$ cat config.mk
export PLATFORM = sky130hd
export DESIGN_NAME = pwm_db_channel
export DESIGN_NICKNAME = d
export VERILOG_FILES = /design/src/rtl/pwm_pkg.sv /design/src/rtl/pwm_down_counter.sv /design/src/rtl/pwm_wave_out.sv /design/src/rtl/pwm_db_channel.sv
export SDC_FILE = /design/constraint.sdc
export NUM_CORES = 1
export LEC_CHECK = 0
export BUFFER_PORTS_ARGS = -buffer_cell sky130_fd_sc_hd__buf_2
export CORE_AREA = 4 4 111 60
export DETAILED_ROUTE_END_ITERATION = 16
export DIE_AREA = 0 0 115 64
export PLACE_DENSITY = 0.62
export SETUP_SLACK_MARGIN = 0.5
export SLEW_MARGIN = 20
export SYNTH_ARGS = -nofsm -noshare
export SYNTH_HDL_FRONTEND = slang
export SYNTH_HIERARCHICAL = 1
export SYNTH_SLANG_ARGS = --single-unit
$ cat constraint.sdc
create_clock -name clk -period 2.3 [get_ports clk]
set_clock_uncertainty 0.2 [all_clocks]
set_input_delay 0.23 -clock clk [delete_from_list [all_inputs] [get_ports clk]]
set_output_delay 0.23 -clock clk [all_outputs]
set_load 0.005 [all_outputs]
$ cat src/rtl/pwm_pkg.sv
package pwm_pkg;

    localparam int CB_START       = 0;
    localparam int CB_LOAD        = 1;
    localparam int CB_INVERT      = 2;
    localparam int CB_RELOAD      = 3;
    localparam int CB_RELOAD_LAST = 2;

    typedef struct packed {
        logic start;
        logic load;
        logic invert;
        logic reload;
    } pwm_ctl_t;

    // Picks the nibble layout; the final bank channel has no polarity control.
    function automatic pwm_ctl_t decode_ctl(input logic [3:0] nib, input bit last_chan);
        pwm_ctl_t c;
        c.start = nib[CB_START];
        c.load  = nib[CB_LOAD];
        if (last_chan) begin
            c.invert = 1'b0;
            c.reload = nib[CB_RELOAD_LAST];
        end else begin
            c.invert = nib[CB_INVERT];
            c.reload = nib[CB_RELOAD];
        end
        return c;
    endfunction

endpackage

$ cat src/rtl/pwm_down_counter.sv
module pwm_down_counter
    import pwm_pkg::*;
#(
    parameter int CNT_W = 16
) (
    input  logic             clk,
    input  logic             rst,
    input  logic             tick_en,
    input  pwm_ctl_t         ctl,
    input  logic [CNT_W-1:0] period_shadow,
    input  logic [CNT_W-1:0] thresh_shadow,
    output logic [CNT_W-1:0] cnt_q,
    output logic [CNT_W-1:0] thr_q,
    output logic             halted_q,
    output logic             run,
    output logic             zero_pulse
);
    localparam logic [CNT_W-1:0] CNT_ZERO = '0;

    logic at_zero;

    assign at_zero = (cnt_q == CNT_ZERO);
    assign run     = ctl.start && !ctl.load && !halted_q;

    always_ff @(posedge clk) begin
        zero_pulse <= 1'b0;
        if (rst) begin
            cnt_q    <= '0;
            thr_q    <= '0;
            halted_q <= 1'b0;
        end else if (ctl.load) begin
            cnt_q    <= period_shadow;
            thr_q    <= thresh_shadow;
            halted_q <= 1'b0;
        end else if (run && tick_en) begin
            if (at_zero) begin
                zero_pulse <= 1'b1;
                if (ctl.reload) begin
                    cnt_q <= period_shadow;
                    thr_q <= thresh_shadow;
                end else begin
                    halted_q <= 1'b1;
                end
            end else begin
                cnt_q <= cnt_q - 1'b1;
            end
        end
    end

endmodule

$ cat src/rtl/pwm_wave_out.sv
module pwm_wave_out #(
    parameter int CNT_W = 16
) (
    input  logic             run,
    input  logic             invert,
    input  logic [CNT_W-1:0] cnt_q,
    input  logic [CNT_W-1:0] thr_q,
    output logic             pin
);
    logic active;

    // At or below the threshold is the active part of the period.
    assign active = run && (cnt_q <= thr_q);
    assign pin    = active ^ invert;

endmodule

$ cat src/rtl/pwm_db_channel.sv
module pwm_db_channel
    import pwm_pkg::*;
#(
    parameter int CNT_W     = 16,
    parameter bit LAST_CHAN = 1'b0
) (
    input  logic             clk,
    input  logic             rst,
    input  logic             tick_en,
    input  logic [3:0]       ctrl_nib,
    input  logic [CNT_W-1:0] period_shadow,
    input  logic [CNT_W-1:0] thresh_shadow,
    output logic             pwm_pin,
    output logic             zero_pulse
);
    pwm_ctl_t         ctl;
    logic [CNT_W-1:0] cnt_q;
    logic [CNT_W-1:0] thr_q;
    logic             halted_q;
    logic             run;

    always_comb ctl = decode_ctl(ctrl_nib, LAST_CHAN);

    pwm_down_counter #(.CNT_W(CNT_W)) u_cnt (
        .clk           (clk),
        .rst           (rst),
        .tick_en       (tick_en),
        .ctl           (ctl),
        .period_shadow (period_shadow),
        .thresh_shadow (thresh_shadow),
        .cnt_q         (cnt_q),
        .thr_q         (thr_q),
        .halted_q      (halted_q),
        .run           (run),
        .zero_pulse    (zero_pulse)
    );

    pwm_wave_out #(.CNT_W(CNT_W)) u_wave (
        .run    (run),
        .invert (ctl.invert),
        .cnt_q  (cnt_q),
        .thr_q  (thr_q),
        .pin    (pwm_pin)
    );

endmodule

==> impl_results.md <==
* Register bit count reported by yosys at 34
* Hold/Removal Path Class: in2reg
* Post-synthesis xor/xnor area fraction at 0.00393
* Unrepaired setup endpoints after global routing: yes
* Synthesized area at 2230 um2
* Reg clk slew, reported paths at 0.06 ns
* Largest net degree at the start of global routing at 28
* Final setup margin at -0.0624 ns
* # fillers at 549
* Reg2Reg Depth at 7
* Hpwl dp at 5.08 mm
* FMAX at 423 MHz
* Final WL at 6.96 mm
* Total Power at 1870 uW
* Die X at 115 um
* Compound-Gate Fraction of Synth Area at 0.255
* Netlist cell types at 58
* Die area at 7360 um2
* Crit path arrival time at 1.93 ns
* Post-synthesis average cell area at 8.32 um2
* Worst Setup End Kind: output port
* # diodes at 0
* Iter 0 DRT Violations at 170
* Synth Flop Type: dfxtp_1
* Clk Latency, worst-skew pair at 0.28 ns
* Initial antenna violation count at 0
* Hold Path Stages at 3
* Sequential share of the synthesized area at 0.305
* Post-DRT Antenna Nets at 0
* Slew Limit Fails at 0
* Routed length per instance at 16.1 um
* Syn nets at 325
* Main combinational cell family by area after synthesis: simple AND/OR/NAND/NOR gates
* Worst-Margin Slew at 0.465 ns
* Drt drc at 0
* FP Rows at 20
* Final core occ at 0.551
* Commonest non-fill, non-tap cells in the layout: nand2_1 (41), buf_2 (40), buf_4 (28), dlygate4sd3_1 (21), inv_1 (19)
* Final period utilization at 1.03
* CTS H-tree depth at 2
* YS warnings at 6
* Critical path launch point type: flip-flop
* Final setup fails at 2
* PortBufs at 40
* Die Y at 64 um
* Worst slack at placement at 0.0353 ns
* Total grt overflow at 0
* Crit path kind: reg2out
* CTS tree: built
* Async SR Flop Fraction at 0
* Share of layout cells above drive strength 1 at 0.403
* Top-Level Pins at 41
* Required @ worst endpoint at 1.87 ns
* Post-Synthesis Cells at 268
* Final Hold Viols at 0
* Failing checks: negative setup slack
* Sink Count at 34
* Power density over the cells at 584 nW/um2
* Vias in the first global route at 2306
* Tot GR Track Use at 0.201
* Vias per Instance at 5.41
* Root Driver: clkbuf_16
* Peak supply drop at 0.464 mV
* Most common cell after layout, fill and taps aside: nand2_1
* Max-cap violations at 0
* Run status: finished with violations
* Tmin final at 2.36 ns
* Num CTS Buffers at 5
* Multiplexer area fraction after synthesis at 0.00449
* P&R area growth vs syn at 43.4%
* Placer congestion estimate at 0.860
* First-pass GRT wire length at 11.5 mm
* Simple logic cell fraction of the synthesized area at 0.257
* Layout Nets at 411
* Rel. slew slack at 0.687
* Adder-cell share of the synthesized area at 0.101
* Worst-path fanout max at 4
* Clock tree buffer depth at 2
* Core Area at 5810 um2
* Post-synth EDFFs at 0
* Router iterations before antenna repair at 5
* Initial Utilization at 0.384
* P_leak at 0.00134 uW
* Vias at 2339
* Sum of negative setup slack at -0.0846 ns
worst paths after layout:
kind / slack [ns] / endpoint / start
setup / recovery: -0.06 / pwm_pin / u_cnt/cnt_q[15]$_SDFFE_PP0P_
setup reg to reg: -0.02 / u_cnt/cnt_q[14]$_SDFFE_PP0P_ / u_cnt/cnt_q[11]$_SDFFE_PP0P_
hold reg to reg: 0.25 / u_cnt/thr_q[4]$_SDFFE_PP0P_ / u_cnt/thr_q[4]$_SDFFE_PP0P_
hold / removal: 0.006 / u_cnt/thr_q[2]$_SDFFE_PP0P_ / thresh_shadow[2]
area by class of cell:
class / count / area, um2 / share of cell area
Multi-Input combinational cell: 200 / 1520 / 0.474
Clock inverter: 1 / 5.00 / 0.00157
Timing Repair Buffer: 90 / 641 / 0.200
Clock buffer: 7 / 143 / 0.0446
Inverter: 23 / 86.3 / 0.0270
Sequential cell: 34 / 711 / 0.222
Tap cell: 77 / 96.3 / 0.0301
synthesized netlist by cell type (all sizes together) (2+ instances only):
library cell,instances,area [um2]
nand2,51,216
dfxtp,34,681
a21oi,30,191
inv,23,86.3
ha,18,225
nor2,12,55.1
nand4,9,62.6
clkbuf,8,30.0
nor3,8,45.0
a31oi,5,46.3
nor4,5,52.6
o211ai,5,37.5
o21ai,5,28.8
a211o,4,35.0
a211oi,4,30.0
a221o,4,40.0
buf,3,46.3
nand3,3,15.0
or3,3,18.8
a21boi,2,15.0
a21o,2,15.0
and3,2,12.5
nor3b,2,15.0
nor4b,2,23.8
o21a,2,15.0
o221ai,2,17.5
o311ai,2,17.5
o31ai,2,20.0
or4,2,15.0
layer usage:
metal / up-vias / wire length (um) / GRT usage
met5: - / 0 / 0
met4: 0 / 74 / 0.0527
met3: 10 / 562 / 0.0511
met2: 97 / 2660 / 0.281
met1: 1083 / 3660 / 0.302
li1: 1149 / - / -
power by group:
part,internal (uW),switching [uW],total [uW],leakage (uW)
Sequential,629,41.7,671,0.000287
Clock,429,259,689,0.0000739
Combinational,245,262,507,0.000979
Total,1300,563,1870,0.00134
critical path: stages, from the launching register on:
cell       delay (ns)
dfxtp_4          0.36
ha_4             0.26
nand4_4          0.12
o2111ai_2        0.11
a311o_1          0.30
o31ai_2          0.21
xor2_1           0.15
buf_2            0.12
registers in the layout, summed over array words and instances, names as in the netlist:
name and count:
u_cnt/cnt_q 16, u_cnt/halted_q 1, u_cnt/thr_q 16, u_cnt/zero_pulse 1
per-stage QoR:
stage / area, um2 / hold WS (ns) / cells
finish: 3200 / 0.00598 / 432
detailed placement: 2710 / 0.248 / 400
floorplan: 2290 / 0.152 / 268
CTS: 3170 / 0.00781 / 432
global route: 3200 / 0.00152 / 432
global placement: 2710 / 0.241 / 400
logic make-up (layout without fill, tap and decap cells):
group	after synthesis	in the layout
compound gates	75	75
xor+xnor	1	1
fa+ha+maj	18	18
buf+inv	34	121
flops	34	34
mux	1	1
simple gates	105	105
repair_timing:
item,in CTS,in global routing
pin swaps,10,4
setup buffers,3,0
hold buffers,21,0
gates resized for setup,23,5
endpoints found under the hold margin,21,0
endpoints found under the setup margin,34,35
(Power assumes the default switching activity.)
